--- src/rtl/atb_pkg.sv ---
package atb_pkg;
    localparam int MAIN_W = 8;
    localparam int US_W   = 8;
    localparam int MS_W   = 16;
    localparam int WORD_W = MAIN_W + US_W + MS_W;

    // field order sets the bit positions: ms on top, main ratio at the bottom
    typedef struct packed {
        logic [MS_W-1:0]   ms_m1;
        logic [US_W-1:0]   us_m1;
        logic [MAIN_W-1:0] main_m1;
    } cfg_t;
endpackage

--- src/rtl/atb_cfg_reg.sv ---
module atb_cfg_reg
    import atb_pkg::*;
(
    input  logic              clk,
    input  logic              rst_n,
    input  logic              wr_en,
    input  logic [WORD_W-1:0] wr_data,
    output cfg_t              cfg
);
    cfg_t cfg_d, cfg_q;

    always_comb begin
        cfg_d = cfg_q;
        if (wr_en) cfg_d = cfg_t'(wr_data);
    end

    always_ff @(posedge clk or negedge rst_n) begin
        if (!rst_n) cfg_q <= '0;
        else        cfg_q <= cfg_d;
    end

    assign cfg = cfg_q;


    write_lands_chk: assert property (@(posedge clk) disable iff (!rst_n)
        $past(wr_en) |-> cfg_q == cfg_t'($past(wr_data)));
endmodule

--- src/rtl/atb_div_stage.sv ---
module atb_div_stage #(
    parameter int W = 8
) (
    input  logic         clk,
    input  logic         rst_n,
    input  logic         clr,
    input  logic         en_in,
    input  logic [W-1:0] lim,
    output logic         tick
);
    typedef struct packed {
        logic [W-1:0] cnt;
    } st_t;

    st_t  st_d, st_q;
    logic hit;

    always_comb begin
        st_d = st_q;
        hit  = en_in && (st_q.cnt == lim);
        if (clr)        st_d.cnt = '0;
        else if (en_in) st_d.cnt = hit ? '0 : st_q.cnt + 1'b1;
    end

    always_ff @(posedge clk or negedge rst_n) begin
        if (!rst_n) st_q <= '0;
        else        st_q <= st_d;
    end

    assign tick = hit;


    no_overflow_chk: assert property (@(posedge clk) disable iff (!rst_n)
        st_q.cnt <= lim);


    single_pulse_chk: assert property (@(posedge clk) disable iff (!rst_n)
        (tick && lim != '0 && !clr) |=> !tick);
endmodule

--- src/rtl/adc_timebase.sv ---
module adc_timebase
    import atb_pkg::*;
(
    input  logic              clk,
    input  logic              rst_n,
    input  logic              wr_en,
    input  logic [WORD_W-1:0] wr_data,
    output logic [WORD_W-1:0] rd_data,
    output logic              conv_tick,
    output logic              tick_10us,
    output logic              tick_1ms
);
    cfg_t cfg;

    atb_cfg_reg u_cfg (
        .clk(clk), .rst_n(rst_n), .wr_en(wr_en), .wr_data(wr_data), .cfg(cfg)
    );

    atb_div_stage #(.W(MAIN_W)) u_main (
        .clk(clk), .rst_n(rst_n), .clr(wr_en), .en_in(1'b1),
        .lim(cfg.main_m1), .tick(conv_tick)
    );

    atb_div_stage #(.W(US_W)) u_us (
        .clk(clk), .rst_n(rst_n), .clr(wr_en), .en_in(conv_tick),
        .lim(cfg.us_m1), .tick(tick_10us)
    );

    atb_div_stage #(.W(MS_W)) u_ms (
        .clk(clk), .rst_n(rst_n), .clr(wr_en), .en_in(conv_tick),
        .lim(cfg.ms_m1), .tick(tick_1ms)
    );

    assign rd_data = cfg;


    us_aligned_chk: assert property (@(posedge clk) disable iff (!rst_n)
        tick_10us |-> conv_tick);


    ms_aligned_chk: assert property (@(posedge clk) disable iff (!rst_n)
        tick_1ms |-> conv_tick);


    restart_chk: assert property (@(posedge clk) disable iff (!rst_n)
        (wr_en && wr_data[MAIN_W-1:0] != '0) |=> !conv_tick);
endmodule

--- config.mk ---
export PLATFORM = sky130hd
export DESIGN_NAME = adc_timebase
export DESIGN_NICKNAME = d
export VERILOG_FILES = /design/src/rtl/atb_pkg.sv /design/src/rtl/atb_cfg_reg.sv /design/src/rtl/atb_div_stage.sv /design/src/rtl/adc_timebase.sv
export SDC_FILE = /design/constraint.sdc
export NUM_CORES = 1
export LEC_CHECK = 0
export BUFFER_PORTS_ARGS = -buffer_cell sky130_fd_sc_hd__buf_2
export CORE_MARGIN = 3
export CORE_UTILIZATION = 49
export CTS_CLUSTER_DIAMETER = 40
export DETAILED_ROUTE_END_ITERATION = 7
export PLACE_DENSITY = 0.72
export SKIP_LAST_GASP = 1
export SLEW_MARGIN = 15
export SYNTH_ARGS = -nofsm -noshare
export SYNTH_HDL_FRONTEND = slang
export SYNTH_HIERARCHICAL = 1
export SYNTH_SLANG_ARGS = --single-unit
--- constraint.sdc ---
create_clock -name clk -period 3.52 [get_ports clk]
set_clock_uncertainty 0.1 [all_clocks]
set_input_delay 0.352 -clock clk [delete_from_list [all_inputs] [get_ports clk]]
set_output_delay 0.352 -clock clk [all_outputs]
set_load 0.05 [all_outputs]
# Word level (Yosys, flattened, before mapping)

Cells that the tools add are included.

Bits of input ports: 35
Latch bits: 0
Output and inout bits: 35
RAM bits: 0
Word-level logic and storage cells: 23
Bits in read-only memories: 0
Register bits after elaboration: 64
Memories kept: 0

$add $sub $neg: 3
Div/mod/pow operators: 0
Reductions and logical operators: 3
Shifts and indexed selects: 0
Muxes and demuxes: 8
Equality and inequality tests: 3
Multiply operators: 0
$lt $le $gt $ge: 0
Bitwise gates (word level): 0

Operators with widths:

| operator                                      | number |
|---|---|
| 2-to-1 mux 16 bit                             | 3 |
| 2-to-1 mux 8 bit                              | 5 |
| adder 16 x 1 -> 16 bit, second input constant | 1 |
| adder 8 x 1 -> 8 bit, second input constant   | 2 |
| == test 16 bit                                | 1 |
| == test 8 bit                                 | 2 |
| logical AND 1 bit                             | 2 |
| nonzero test 2 bit                            | 1 |

# Logic depth before layout (Yosys ltp)

Gate-level depths: netlist of run 1.

Depth after elaboration: 5
Depth in mapped cells: 8
Mapped depth without buffers: 8

# By module

Netlist of run 1, hierarchy kept.

By module, submodules not included:

| module                      | instances | seq. area each (um^2) | area each (um^2) | cells an instance |
|---|---|---|---|---|
| atb_cfg_reg                 | 1         | 800.8                 | 1,345.0          | 68 |
| atb_div_stage at u_ms       | 1         | 400.4                 | 1,099.8          | 123 |
| atb_div_stage at u_main ... | 2         | 200.2                 | 523.0            | 51 |
| adc_timebase                | 1         | 0.0                   | 3.8              | 1 |

# Least setup slack after synthesis of run 1

Ideal clock, no wire load.

Path kind: register to output
Start point: register u_cfg.cfg_q, in the netlist u_cfg/cfg[0]
End point: output tick_1ms
Stages on the path, launching flop included: 6
Setup slack: 290 ps
Data arrival time: 2,778 ps
Cells stage by stage: dfrtp_1 xnor2_1 nand4_2 nor3_4 clkbuf_1 nor4b_4

Word-level cells in the longest chain between the ends: 2

Ends and longest elaborated chain:

| element                  | RTL line            | source |
|---|---|---|
| start: declaration       | atb_cfg_reg.sv:10   | `cfg_t cfg_d, cfg_q;` |
| start signal: assignment | atb_cfg_reg.sv:19   | `else cfg_q <= cfg_d;` |
| == test 8 bit            | atb_div_stage.sv:20 | `hit = en_in && (st_q.cnt == lim);` |
| via conv_tick            | adc_timebase.sv:9   | `output logic conv_tick,` |
| logical AND 1 bit        | atb_div_stage.sv:20 |  |
| end: declaration         | adc_timebase.sv:11  | `output logic tick_1ms` |

The timed path passes the listed nets, and every way through them passes these cells.

# Worst setup path after layout of run 1

Start point: register u_main/st_q[2] in the netlist's numbering
End point: output tick_1ms

Word-level cells in the longest chain between the ends: 2

Ends and longest elaborated chain:

| element                  | RTL line            | source |
|---|---|---|
| start: declaration       | atb_div_stage.sv:15 | `st_t st_d, st_q;` |
| start signal: assignment | atb_div_stage.sv:27 | `else st_q <= st_d;` |
| == test 8 bit            | atb_div_stage.sv:20 |  |
| logical AND 1 bit        | atb_div_stage.sv:20 |  |

Every way passes these cells.

==> reports/metrics.yaml, run 1 <==
timing:
  rsz0062_at_grt: "no"
  hold_viol: 0
  tightest_slew_ns: 0.957
  max_slew_margin: 0.362
  period_share: 0.829
  drv_slew: 0
  setup_violations: 0
  clock.fmax_ghz: 0.343
  setup_tns_ns: 0
  min_period_ns: 2.92
place:
  portBuffers: 69
  place_area_um2: 3880
  gp_congestion: 0.876
  dp_hpwl_mm: 5.03
yosys:
  synthesis.nets: 332
  synth_area_leaders: "dfrtp_1 (46%), mux2_4 (13%), xnor2_1 (6.5%)"
  synth_common_cells: "dfrtp_1 (64), mux2_4 (30), xnor2_1 (26), xor2_1 (26), nor3_1 (20)"
  ys_ff_latch: 64
  synth_edf_count: 0
  synth.distinct_cells: 34
  async_flop_share: 1.00
  syn_inst: 294
  avgSynthCellArea_um2: 11.9
  yosysTopAreaCell: "dfrtp_1"
  netlist_area_um2: 3490
  synth_ff_type: "dfrtp_1"
  synth_top_area_frac: 0.458
  yosysWarnings: 6
  synth_seq_area_share: 0.458
  synth_most_common_cell: "dfrtp_1"
global_route:
  antenna_found_initial: 0
  grt_pass1_vias: 2448
  grt_overflow: 0
  grt_max_degree: 49
  grt_pass1_wl_mm: 12.0
  grt.total_usage: 0.179
floorplanning:
  start_util: 0.509
  ios: 70
  dieArea_um2: 8180
  rows: 30
  die_y_um: 90.5
  fp.dieW_um: 90.5
  core_um2: 6870
route:
  routedWlPerCell_um: 15.0
  drc: 0
  dr_total_vias: 2467
  via_per_inst: 5.28
  ant_nets: 0
  drtIter0Drc: 106
  firstDrtPassIters: 4
  wl_mm: 6.99
critical_path:
  critical_path_class: "reg2out"
  critPathMaxFanout: 11
  timing.rr.end: "u_ms/st_q[1]"
  r2r_start: "u_main/st_q[2]"
  reg2reg_depth: 7
  end_kind: "output pin"
  cp-start-kind: "flip-flop"
  crit_arrival_ns: 2.47
  cp.required_ns: 3.07
  rrSetupSlack_ns: 0.95
final_layout:
  layout-drive-gt1-share: 0.367
  insertedDiodeCount: 0
  final_core_util: 0.595
  syn2layout_area_growth_pct: 16.9
  finalInstanceArea_um2: 4080
  fin_nets: 404
job:
  maxCapViolCount: 0
clock_tree:
  cts_buffer_depth: 2
  cts_tree: "built"
  clock_latency_ns: 0.33
  htree_num_levels: 3
  postCtsHoldBufs: 0
  cts_resized: 0
  clock_sinks: 64
  path_clk_slew_ns: 0.07
  cts_buffers: 9
  clockRootBuffer: "clkbuf_8"
  cts_setup_buffers: 0
min_path:
  hold_path_class: "in2async"
power_and_ir_drop:
  ir_drop_v: 0.000324
  p_per_area_nw_per_um2: 442
  finalPower_uw: 1810
  p_leak_uw: 0.00185
status:
  outcome: "complete, no violations"
## worst max-delay path by stage
stage,end,cells after the start,startpoint
after floorplan,tick_1ms,5,u_cfg/cfg[0]
after global placement,tick_1ms,5,u_ms/st_q[2]
after detailed placement,tick_1ms,5,u_ms/st_q[2]
after CTS,tick_1ms,5,u_main/st_q[2]
after global routing,tick_1ms,5,u_main/st_q[0]
final,tick_1ms,5,u_main/st_q[2]
## worst max-delay path, cell delays in order, from the launching register on
cell     delay (ns)
dfrtp_1        0.44
xnor2_1        0.21
nand4_2        0.16
nor3_4         0.45
nor4b_4        0.51
buf_2          0.36
## state kept, by name, summed over array words and instances, names as in the netlist
name	count
u_main/st_q	8
u_ms/st_q	16
u_cfg/cfg	32
u_us/st_q	8
## report_power, final
group          internal [uW]  switching (uW)  leakage [uW]  total [uW]
registers                775            42.4      0.000820         817
clock network            363             279      0.000101         642
logic                    123             224      0.000931         347
total                   1260             545       0.00185        1810
## per-layer routing
| layer | wire length (um) | track usage | part of all wire |
|---|---|---|---|
| met5 | 0 | 0 | 0 |
| met4 | 65 | 0.0395 | 0.0093 |
| met3 | 295 | 0.0450 | 0.042 |
| met2 | 3440 | 0.294 | 0.49 |
| met1 | 3190 | 0.241 | 0.46 |
## per-stage QoR
step | setup slack (ns) | hold slack (ns) | instances
2_1_floorplan | 0.290 | -0.0436 | 294
3_3_place_gp | 0.974 | 0.441 | 451
3_5_place_dp | 0.930 | 0.442 | 451
4_1_cts | 0.551 | 0.100 | 467
5_1_grt | 0.376 | 0.121 | 467
6_report | 0.600 | 0.0731 | 467
## cells in the final DEF, fill, tap and decap left out, drive strengths merged
| master | synthesis | routed |
|---|---|---|
| and3 | 3 | 3 |
| buf | 9 | 74 |
| bufinv | 0 | 1 |
| clkbuf | 4 | 11 |
| clkinv | 0 | 2 |
| clkinvlp | 0 | 2 |
| conb | 1 | 1 |
| dfrtp | 64 | 64 |
| ha | 3 | 3 |
| inv | 6 | 6 |
| mux2 | 33 | 33 |
| mux2i | 4 | 4 |
| nand2 | 17 | 17 |
| nand2b | 4 | 4 |
| nand3 | 10 | 10 |
| nand3b | 3 | 3 |
| nand4 | 14 | 14 |
| nor2 | 15 | 15 |
| nor3 | 27 | 27 |
| nor4 | 10 | 10 |
| nor4b | 2 | 2 |
| o2111ai | 2 | 2 |
| o21ai | 1 | 1 |
| o22ai | 3 | 3 |
| o32ai | 4 | 4 |
| or3 | 2 | 2 |
| or4 | 1 | 1 |
| xnor2 | 26 | 26 |
| xor2 | 26 | 26 |
## layout make-up
cell class	instances	area, um^2
Fill cell	577	2790
Multi-Input combinational cell	211	1750
Sequential cell	64	1600
Timing Repair Buffer	74	385
Clock buffer	11	151
Tap cell	96	120
Clock inverter	5	55.1
Inverter	6	22.5
## kinds of logic (layout without fill, tap and decap cells)
kind of cell,count (synthesis),after routing,synth area share
AOI/OAI and AO/OA,10,10,0.0254
xor gates and xnor gates,52,52,0.130
adders and majority gates,3,3,0.0107
buffers and inverters,19,96,0.0415
DFF,64,64,0.458
muxes,37,37,0.150
other,1,1,0.00107
and+or+nand+nor,108,108,0.183
(Power assumes the default switching activity.)
==> run 2: changes to the inputs <==
- clock period: 3.52 -> 3 ns (I/O delays scaled with it)
==> reports/metrics.yaml, run 2 (synthesis gave the netlist of run 1 again) <==
status:
  outcome: "complete, no violations"
route:
  via_per_inst: 5.42  # +2.5%
  ant_nets: 0  # unchanged
  firstDrtPassIters: 4  # unchanged
  routedWlPerCell_um: 15.7  # +4.7%
  drc: 0  # unchanged
  drtIter0Drc: 129  # +22%
  wl_mm: 7.40  # +5.9%
  dr_total_vias: 2556  # +3.6%
place:
  place_ws_ns: 0.693  # -0.236 ns
  place_inst: 455  # +0.89%
  gp_congestion: 0.938  # +7.1%
  dp_hpwl_mm: 5.40  # +7.4%
  portBuffers: 69  # unchanged
floorplanning:
  rows: 30  # unchanged
  die_y_um: 90.5  # unchanged
  dieArea_um2: 8180  # unchanged
  fp.dieW_um: 90.5  # unchanged
  ios: 70  # unchanged
  core_um2: 6870  # unchanged
  start_util: 0.509  # unchanged
clock_tree:
  htree_num_levels: 3  # unchanged
  clock_latency_ns: 0.34  # about the same
  cts_tree: "built"
  clock_sinks: 64  # unchanged
  cts_buffer_depth: 2  # unchanged
  cts_buffers: 9  # unchanged
  clockRootBuffer: "clkbuf_8"
  path_clk_slew_ns: 0.07  # about the same
timing:
  max_slew_margin: 0.551  # +0.188
  period_share: 0.869
  hold_viol: 0  # unchanged
  rsz0062_at_grt: "no"
  drv_slew: 0  # unchanged
  fin_ws_ns: 0.394  # -0.207 ns
  setup_violations: 0  # unchanged
  min_period_ns: 2.61
  setup_tns_ns: 0  # unchanged
  clock.fmax_ghz: 0.384
  tightest_slew_ns: 0.674  # -0.282 ns
global_route:
  antenna_found_initial: 0  # unchanged
  grt_pass1_vias: 2541  # +3.8%
  grt_pass1_wl_mm: 12.5  # +4.5%
  grt.total_usage: 0.192  # +0.0123
  grt_overflow: 0  # unchanged
  grt_max_degree: 32  # -35%
final_layout:
  fill_cells: 567  # -1.7%
  layout_commonest_cell: "buf_2"
  syn2layout_area_growth_pct: 20.6
  layout-drive-gt1-share: 0.402  # +0.0350
  fin_nets: 409  # +1.2%
  insertedDiodeCount: 0  # unchanged
  final_core_util: 0.614  # +0.0191
  final_cells: 472  # +1.1%
  regArea_um2: 1610  # +0.63%
  largest_reg_flops: 32  # unchanged
  most-common-layout-cells: "buf_2 (69), dfrtp_1 (56), mux2_4 (30), xor2_1 (26), xnor2_1 (23)"
  multi_input_area_um2: 1770  # +1.3%
critical_path:
  critical_path_class: "reg2out"
  end_kind: "output pin"
  cp-start-kind: "flip-flop"
  worstPathCellList: "xnor2_1 > nand4_1 > nor3_4 > buf_4 > nor4b_4 > buf_2"
  critPathBufInv: 2  # +1
  cpPeakStageDelay_ns: 0.44  # -0.07 ns
  path_delay_family: "simple AND/OR/NAND/NOR gates"
  crit_arrival_ns: 2.21  # -0.26 ns
  critPathMaxFanout: 18  # +7
  cp.required_ns: 2.60  # -0.47 ns
  rrSetupSlack_ns: 0.67  # -0.28 ns
  critPathSlowestCell: "dfrtp_1"
power_and_ir_drop:
  finalPower_uw: 2370  # +31%
  p_leak_uw: 0.00191  # +2.9%
  p_per_area_nw_per_um2: 561  # +27%
  ir_drop_v: 0.000401  # +24%
min_path:
  hold_path_class: "in2reg"
job:
  maxCapViolCount: 0  # unchanged
==> run 2: cell count changes in the layout (fill, tap and decap cells not counted), moves of 2 or more <==
cell,delta
dfrtp_1,-8
dfrtp_2,+8
buf_4,+3
bufinv_16,+3
xnor2_1,-3
xnor2_2,+3
clkbuf_8,-2
clkinv_2,-2
==> run 2: where the power goes <==
part / switching [uW] / total [uW] / internal [uW] / leakage, uW
combinational: 266 / 417 / 151 / 0.000968
sequential: 53.0 / 964 / 911 / 0.000812
clock: 349 / 986 / 637 / 0.000126
==> run 2: per-layer routing <==
| layer | up-vias | wire (um) | GRT usage |
|---|---|---|---|
| met1 | 1246 | 3240 | 0.249 |
| met2 | 87 | 3590 | 0.305 |
| met5 | - | 0 | 0 |
| li1 | 1204 | - | - |
| met4 | 0 | 182 | 0.0829 |
| met3 | 19 | 384 | 0.0475 |
==> run 2: timing repair <==
item / in CTS / in global routing
endpoints found under the setup margin: 0 / 0
endpoints found under the hold margin: 29 / 0
gates resized for setup: 0 / 0
hold buffers: 1 / 0
setup buffers: 0 / 0
==> run 2: area by class of cell <==
cell class | count | share of cell area
sequential | 64 | 0.382
tap | 96 | 0.0285
multi-input combinational | 211 | 0.420
clock buffer | 9 | 0.0294
clock inverter | 7 | 0.0341
inverter | 6 | 0.00534
timing repair buffer | 79 | 0.100
==> run 2: through the flow <==
stage / hold WS [ns] / cell area (um^2)
final: 0.0837 / 4220
after global routing: 0.0636 / 4220
after CTS: 0.0676 / 4220
after detailed placement: 0.277 / 3940
after global placement: 0.278 / 3940
after floorplan: -0.0956 / 3540
==> run 2: path summary, 6_finish.rpt <==
check,end,start,depth (start not counted)
worst max-delay path,tick_1ms,u_main/st_q[5],6
worst min-delay path,u_cfg/cfg[23],wr_data[23],2
worst max register to register,u_ms/st_q[2],u_main/st_q[5],8
worst min register to register,u_cfg/cfg[3],u_cfg/cfg[3],1
max in group asynchronous,u_ms/st_q[1],rst_n,3
min in group asynchronous,u_us/st_q[6],rst_n,2
==> run 2: worst register-to-register path: cells and delay by family (launching register included) <==
kind | cells | cell delay (ns)
and+or+nand+nor | 3 | 0.46
AOI/OAI and AO/OA | 1 | 0.25
xor gates and xnor gates | 1 | 0.22
DFF | 1 | 0.44
buffers and inverters | 2 | 0.52
muxes | 1 | 0.26
